### src/rtl/irq_latch_pkg.sv
package irq_latch_pkg;
  typedef enum logic {
    TRIG_EDGE  = 1'b0,
    TRIG_LEVEL = 1'b1
  } trig_e;
endpackage

### src/rtl/trig_mode_reg.sv
module trig_mode_reg #(
  parameter int unsigned            NUM_LINES = 8,
  parameter logic [NUM_LINES-1:0]   WR_MASK   = 'hF8
) (
  input  logic                 clk_i,
  input  logic                 rst_ni,
  input  logic                 we_i,
  input  logic [NUM_LINES-1:0] wdata_i,
  output logic [NUM_LINES-1:0] mode_o
);
  logic [NUM_LINES-1:0] mode_q;

  always_ff @(posedge clk_i or negedge rst_ni) begin
    if (!rst_ni)   mode_q <= '0;
    else if (we_i) mode_q <= wdata_i & WR_MASK;
  end

  assign mode_o = mode_q;

  assert_write_masked_R8: assert property (@(posedge clk_i) disable iff (!rst_ni)
    we_i |=> mode_q == $past(wdata_i & WR_MASK));
  assert_mode_hold_R8: assert property (@(posedge clk_i) disable iff (!rst_ni)
    !we_i |=> $stable(mode_q));
endmodule

### src/rtl/line_latch.sv
module line_latch
  import irq_latch_pkg::*;
(
  input  logic  clk_i,
  input  logic  rst_ni,
  input  logic  req_i,
  input  trig_e mode_i,
  input  logic  ack_hit_i,
  output logic  pend_o
);
  logic prev_q, pend_q, rise;

  assign rise = req_i & ~prev_q;

  always_ff @(posedge clk_i or negedge rst_ni) begin
    if (!rst_ni) begin
      prev_q <= 1'b0;
      pend_q <= 1'b0;
    end else begin
      prev_q <= req_i;
      unique case (mode_i)
        TRIG_LEVEL: pend_q <= req_i;
        default: begin
          if (rise)           pend_q <= 1'b1;  // new request beats ack
          else if (ack_hit_i) pend_q <= 1'b0;
        end
      endcase
    end
  end

  assign pend_o = pend_q;

  assert_level_follow_R2: assert property (@(posedge clk_i) disable iff (!rst_ni)
    (mode_i == TRIG_LEVEL) |=> pend_q == $past(req_i));
  assert_edge_set_R3: assert property (@(posedge clk_i) disable iff (!rst_ni)
    (mode_i == TRIG_EDGE && rise) |=> pend_q);
  assert_edge_hold_R4: assert property (@(posedge clk_i) disable iff (!rst_ni)
    (mode_i == TRIG_EDGE && pend_q && !ack_hit_i) |=> pend_q);
  assert_ack_clear_R5: assert property (@(posedge clk_i) disable iff (!rst_ni)
    (mode_i == TRIG_EDGE && ack_hit_i && !rise) |=> !pend_q);
  assert_level_ack_R6: assert property (@(posedge clk_i) disable iff (!rst_ni)
    (mode_i == TRIG_LEVEL && ack_hit_i && req_i) |=> pend_q);
endmodule

### src/rtl/irq_req_latch.sv
module irq_req_latch
  import irq_latch_pkg::*;
#(
  parameter int unsigned          NUM_LINES = 8,
  parameter logic [NUM_LINES-1:0] MODE_MASK = 'hF8,
  localparam int unsigned         IDX_W     = (NUM_LINES > 1) ? $clog2(NUM_LINES) : 1
) (
  input  logic                 clk_i,
  input  logic                 rst_ni,
  input  logic [NUM_LINES-1:0] req_i,
  input  logic                 mode_we_i,
  input  logic [NUM_LINES-1:0] mode_wdata_i,
  input  logic                 ack_i,
  input  logic [IDX_W-1:0]     ack_idx_i,
  output logic [NUM_LINES-1:0] pend_o,
  output logic [NUM_LINES-1:0] mode_o
);
  logic [NUM_LINES-1:0] mode_q;

  trig_mode_reg #(
    .NUM_LINES (NUM_LINES),
    .WR_MASK   (MODE_MASK)
  ) i_mode (
    .clk_i   (clk_i),
    .rst_ni  (rst_ni),
    .we_i    (mode_we_i),
    .wdata_i (mode_wdata_i),
    .mode_o  (mode_q)
  );

  for (genvar i = 0; i < NUM_LINES; i++) begin : g_line
    logic hit;
    assign hit = ack_i && (ack_idx_i == IDX_W'(i));
    line_latch i_line (
      .clk_i     (clk_i),
      .rst_ni    (rst_ni),
      .req_i     (req_i[i]),
      .mode_i    (trig_e'(mode_q[i])),
      .ack_hit_i (hit),
      .pend_o    (pend_o[i])
    );
  end

  assign mode_o = mode_q;

  assert_reset_clear_R1: assert property (@(posedge clk_i)
    !rst_ni |-> (pend_o == '0 && mode_o == '0));
endmodule

### config.mk
export PLATFORM = sky130hd
export DESIGN_NAME = irq_req_latch
export DESIGN_NICKNAME = d
export VERILOG_FILES = /design/src/rtl/irq_latch_pkg.sv /design/src/rtl/trig_mode_reg.sv /design/src/rtl/line_latch.sv /design/src/rtl/irq_req_latch.sv
export SDC_FILE = /design/constraint.sdc
export NUM_CORES = 1
export LEC_CHECK = 0
export BUFFER_PORTS_ARGS = -buffer_cell sky130_fd_sc_hd__buf_2
export CAP_MARGIN = 20
export CORE_AREA = 2 2 51 53
export CTS_CLUSTER_SIZE = 24
export DETAILED_ROUTE_END_ITERATION = 6
export DIE_AREA = 0 0 53 55
export GPL_ROUTABILITY_DRIVEN = 0
export GPL_TIMING_DRIVEN = 1
export MAX_ROUTING_LAYER = met4
export PLACE_DENSITY = 0.8
export SYNTH_ARGS = -nofsm -noshare
export SYNTH_HDL_FRONTEND = slang
export SYNTH_SLANG_ARGS = --single-unit
### constraint.sdc
create_clock -name clk_i -period 0.8 [get_ports clk_i]
set_input_delay 0.04 -clock clk_i [delete_from_list [all_inputs] [get_ports clk_i]]
set_output_delay 0.04 -clock clk_i [all_outputs]
set_load 0.02 [all_outputs]
==> run metrics, run 1 <==
number of antenna diodes=0; CTS tree=done; top cell type by total area after synthesis=dfrtp_1; Synth Register Bits=21; GRT Resource Usage Total=13.45%; Post-Layout Cell Count=150; Rows=18; MaxCap Viol Count=0; hold slack final=0.05798 ns; PortBufs=32; CTS clk-pin slew, worst paths=0.11 ns; Root Buffer=clkbuf_4; initial antenna violation count=0; Critical Path RT=0.76 ns; die height=55 µm; WS Path Type=reg2out; vias in the first global route=646; # setup viols final=18; final period utilization=111.6%; Hold Startpoint=mode_we_i; die area=2915 µm²; fin crit period=0.8926 ns; gr ovfl total=0; Leakage=0.0006437 µW; Seq/Total Area, Yosys=57.38%; drt first pass iters=2; R2R Setup Slk=-0.07 ns; outcome=complete, but fails checks; Die X=53 µm; largest net degree at the start of global routing=22; Area Overhead vs Synth=43.72%; CP peak stage delay=0.42 ns; NumNets Final=144; RR Endpoint=g_line[4].i_line.pend_o; Post-Route WL=1.814 mm; Initial Utilization=38.73%; final hold violation count=0; CP max-delay cell=dfrtp_1; Critical path origin=i_mode.mode_o[7]; startpoint types=flop; achievable frequency=1.120 GHz; cell depth of the worst min-delay path=2; Hold EP=i_mode.mode_o[4]; worst reg2reg startpoint=i_mode.mode_o[4]; Remaining DRCs=0; Ys Warns=0; H-Tree Depth=1; share of cells above drive strength 1=38.33%; routed length per instance=12.09 µm; Post-Route Utilization=55.66%; worst vdd ir=1.081 mV; core area=2365 µm²; cells after synthesis=81; final setup margin=-0.09262 ns; Via density=4.380; Ports=39; CTS max path bufs=2; pwr/cell area=1729 nW/µm²; Detail Route Antenna Nets=0; CP cell instances=buf_6; post-synth top area share=57.38%; Mapped Area=915.9 µm²; syn_area_per_cell=11.31 µm²; Worst-Skew Late Latency=0.29 ns; Synth cell types=15; Buf/Inv on CP=1; dominant cells by area after synthesis=dfrtp_1 (57%), buf_4 (13%), a32o_1 (5.5%); first-pass GRT wire length=2.691 mm; CTS Buf Count=3; worst r2r path cells=2; violated checks=negative setup slack; via count=657; CP arrival=0.85 ns; Slew Limit Fails=0; RSZ-0062 raised after global routing=yes; post-route total power=2276 µW; DP Area=997.2 µm²; critical path endpoint category=output pin; HP Class=in2reg; crit-path leading delay family=flip-flops; clk_skew=0.006804 ns; design area=1316 µm²; Final HPWL DP=1.236 mm; number of DRC markers in iteration 0=9; clk sinks=21; Crit Path Max Fanout=3; placed cells=128
## layout make-up
type,instances,area (µm²)
Clock buffer,4,26.28
Fill cell,214,1049
Inverter,11,41.29
Multi-Input combinational cell,34,270.3
Sequential cell,21,525.5
Tap cell,30,37.54
Timing Repair Buffer,50,415.4
## layout by cell type, fill, tap and decap left out, types with 4 or more instances in the layout
master,n
dfrtp_1,21
nand2b_4,5
buf_2,19
buf_6,14
o21ai_0,4
inv_1,11
nand2_1,5
dlygate4sd3_1,14
a32o_1,5
## state kept, by name, summed over array words and instances, names as in the netlist
register / cells
g_line.i_line.pend_o: 8
g_line.i_line.prev_q: 8
i_mode.mode_o: 5
## kinds of logic (layout without fill, tap and decap cells)
group / count (synthesis) / in the layout / synth area share, %
buf+inv: 28 / 65 / 18.03
flops: 21 / 21 / 57.38
simple gates: 18 / 18 / 13.94
compound gates: 13 / 13 / 10.25
other cells: 1 / 3 / 0.4094
## metrics by stage
| stage | setup TNS (ns) | worst slack [ns] |
|---|---|---|
| CTS | -1.497 | -0.1054 |
| finish | -1.298 | -0.09262 |
| global placement | -0.05433 | -0.01216 |
| global route | -2.070 | -0.1452 |
| floorplan | 0 | 0.0007132 |
| detailed placement | -0.1526 | -0.04179 |
## metal layers
| metal | wire, µm | vias up | global-route usage, % |
|---|---|---|---|
| li1 | - | 333 | - |
| met1 | 759 | 306 | 15.17 |
| met2 | 976 | 18 | 24.58 |
| met3 | 78 | 0 | 2.419 |
| met4 | 0 | 0 | 3.846 |
| met5 | 0 | - | - |
## power by group
group | internal, µW | switching, µW
registers | 1150 | 70.6
clock network | 193 | 285
logic | 326 | 249
total | 1670 | 604
## worst max-delay path by stage
stage                         endpoint  slack [ns]  cells after the start
2_1_floorplan  g_line[4].i_line.pend_o      0.0007                      2
3_3_place_gp   g_line[6].i_line.pend_o       -0.01                      2
3_5_place_dp   g_line[6].i_line.pend_o       -0.04                      2
4_1_cts                      mode_o[7]       -0.11                      1
5_1_grt                      mode_o[5]       -0.15                      1
6_report                     mode_o[7]       -0.09                      1
## what timing repair did
| item | 4_1_cts | 5_1_grt |
|---|---|---|
| hold buffers | 14 | 0 |
| endpoints found under the setup margin | 18 | 19 |
| gates resized for setup | 30 | 3 |
| buffers inserted | 1 | 3 |
| endpoints found under the hold margin | 41 | 0 |
| pin swaps | 0 | 2 |
## cells in the mapped netlist (all sizes together)
master   count
dfrtp       21
buf         16
nand4        1
inv         11
o21ai        5
o22ai        3
nand2        5
conb         1
and4bb       2
nand2b       5
nand4bb      1
nand4b       3
nor4b        1
a32o         5
clkbuf       1
No activity file was read; power rests on OpenSTA's default activity.
==> run 2, diff against run 1 <==
--- a/config.mk
+++ b/config.mk
@@ -5,16 +5,19 @@
 export SDC_FILE = /design/constraint.sdc
 export NUM_CORES = 1
 export LEC_CHECK = 0
+export ABC_AREA = 1
+export ABC_CLOCK_PERIOD_IN_PS = 800
 export BUFFER_PORTS_ARGS = -buffer_cell sky130_fd_sc_hd__buf_2
 export CAP_MARGIN = 20
-export CORE_AREA = 2 2 51 53
+export CORE_AREA = 2 2 52 54
 export CTS_CLUSTER_SIZE = 24
 export DETAILED_ROUTE_END_ITERATION = 6
-export DIE_AREA = 0 0 53 55
+export DIE_AREA = 0 0 54 56
 export GPL_ROUTABILITY_DRIVEN = 0
 export GPL_TIMING_DRIVEN = 1
+export HOLD_SLACK_MARGIN = 0.15
 export MAX_ROUTING_LAYER = met4
-export PLACE_DENSITY = 0.8
+export PLACE_DENSITY = 0.79
 export SYNTH_ARGS = -nofsm -noshare
 export SYNTH_HDL_FRONTEND = slang
 export SYNTH_SLANG_ARGS = --single-unit
==> run 2 against run 1 <==
  * The flow still finishes with violations (negative setup slack)
  * Global-route usage rose by 0.97 points
  * Total power up 3.1%
  * Largest power group unchanged
  * Cell count grew 24%
  * Hold slack about the same
  * Combinational power increased by 8.9%
  * Clock skew hardly changed
  * Sequential power hardly changed
  * Highest routed layer is now met4
  * Final area is 4.1% higher
  * Fmax is 2.5% lower
==> run metrics, run 2 <==
outcome=complete, but fails checks; violated checks=negative setup slack; CTS max path bufs=2; top cells by count, synth=nand2_1 (42), dfrtp_1 (21), buf_4 (16), inv_1 (16), nor2_1 (8); first-pass GRT wire length=3.118 mm; achievable frequency=1.092 GHz; via count=756; Area Overhead vs Synth=44.65%; final setup margin=-0.1153 ns; Synth cell types=10; Worst-Skew Late Latency=0.31 ns; most common cell after layout, fill and taps aside=nand2_1; CTS tree=done; Slew Limit Fails=0; final period utilization=114.4%; CP peak stage delay=0.42 ns; syn_area_per_cell=8.382 µm²; Remaining DRCs=0; asr flop ratio synth=100.0%; Synth Register Bits=21; number of DRC markers in iteration 0=10; Initial Utilization=38.94%; cells after synthesis=113; share of cells above drive strength 1=34.62%; Post-Route Utilization=56.33%; pwr/cell area=1712 nW/µm²; top cell type by total area after synthesis=dfrtp_1; CP arrival=0.88 ns; worst vdd ir=0.9071 mV; initial antenna violation count=0; Post-Route WL=1.891 mm; core area=2432 µm²; fillers=211; Leakage=0.0007414 µW; final hold violation count=0; WS Path Type=reg2out; vias in the first global route=816; clk_skew=0.006918 ns; GRT Resource Usage Total=14.41%; number of antenna diodes=0; dominant cells by area after synthesis=dfrtp_1 (55%), nand2_1 (17%), buf_4 (13%); drt first pass iters=4; MaxCap Viol Count=0; gr ovfl total=0; routed length per instance=10.17 µm; RSZ-0062 raised after global routing=yes; most frequent cells in the layout=nand2_1 (39), dfrtp_1 (21), buf_2 (19), dlygate4sd3_1 (16), buf_6 (16); clk sinks=21; NumNets Final=180; Top FF cell, synth=dfrtp_1; largest net degree at the start of global routing=22; Critical Path RT=0.76 ns; crit-path leading delay family=flip-flops; fin crit period=0.9153 ns; die area=3024 µm²; area occupied by multi-input gates=252.7 µm²; post-route total power=2346 µW; Buf/Inv on CP=1; Post-Layout Cell Count=186; CTS clk-pin slew, worst paths=0.12 ns; CP cell instances=buf_6; CTS Buf Count=3; # setup viols final=17; EDFF count, synth=0; Rows=18; most common cell in the netlist=nand2_1; PortBufs=32; Mapped Area=947.2 µm²; Detail Route Antenna Nets=0; Ports=39; startpoint types=flop; Crit Path Max Fanout=2; Reg area=525.5 µm²; Seq/Total Area, Yosys=55.48%; die height=56 µm; Final HPWL DP=1.249 mm; HP Class=in2reg; post-synth top area share=55.48%; Via density=4.065; Root Buffer=clkbuf_4; CP max-delay cell=dfrtp_1; H-Tree Depth=1; critical path endpoint category=output pin; placed cells=160; Die X=54 µm; Ys Warns=0
run 2: cell types whose count changed after synthesis, moves of 3 or more:
| cell | delta |
|---|---|
| a32o_1 | -5 |
| nand4b_1 | -3 |
| nand2b_1 | -5 |
| nand2_1 | +37 |
| nor2_1 | +8 |
| inv_1 | +5 |
| o22ai_1 | -3 |
run 2: cells by family after synthesis:
family	after synthesis	share of synthesized area [%]
simple gates	51	21.00
buf+inv	34	19.95
flops	21	55.48
compound gates	6	3.171
other cells	1	0.3959
run 2: final timing paths:
path / from / to / slack (ns) / cells past startpoint
max in group asynchronous: rst_ni / g_line[1].i_line.prev_q / 0.27 / 2
min reg2reg: g_line[2].i_line.prev_q / g_line[2].i_line.pend_o / 0.48 / 3
max reg2reg: i_mode.mode_o[3] / g_line[3].i_line.pend_o / -0.06 / 5
max: i_mode.mode_o[3] / mode_o[3] / -0.12 / 1
min: ack_idx_i[2] / g_line[2].i_line.pend_o / 0.06 / 5
min in group asynchronous: rst_ni / g_line[1].i_line.pend_o / 0.22 / 2
run 2: final cells by class:
cell class              instances  share of cell area [%]
clock buffers                   3                   1.644
inverters                      17                   5.023
repair buffers                 54                   33.42
clock inverters                 1                  0.3653
well taps                      30                   2.740
multi-input cells              60                   18.45
flip-flops and latches         21                   38.36
run 2: report_power, final:
part | total, µW | leakage [µW] | switching [µW] | internal, µW
logic | 627 | 0.000484 | 304 | 323
clock network | 507 | 0.0000177 | 320 | 187
registers | 1210 | 0.000240 | 61.0 | 1150
run 2: through the flow:
stage | hold WS [ns] | area [µm²] | setup TNS, ns | setup WS, ns
3_3_place_gp | 0.009786 | 1027 | 0 | 0.09111
3_5_place_dp | 0.02061 | 1027 | 0 | 0.06139
5_1_grt | 0.05427 | 1370 | -2.213 | -0.1651
2_1_floorplan | -0.2556 | 954.7 | 0 | 0.1092
4_1_cts | 0.05997 | 1339 | -1.615 | -0.1276
6_report | 0.05843 | 1370 | -1.367 | -0.1153
run 2: per-layer routing:
metal	track usage (%)	share of wire (%)
met5	-	0
met4	7.857	1.3
met3	3.226	6.7
met2	23.87	50
met1	15.38	42
run 2: repair_timing:
item                                    4_1_cts  5_1_grt
pin swaps                                     0        7
hold endpoints to repair                     42        8
hold buffers                                 18        1
resized for setup                            28       14
setup buffers                                 3        3
endpoints found under the setup margin       13       24
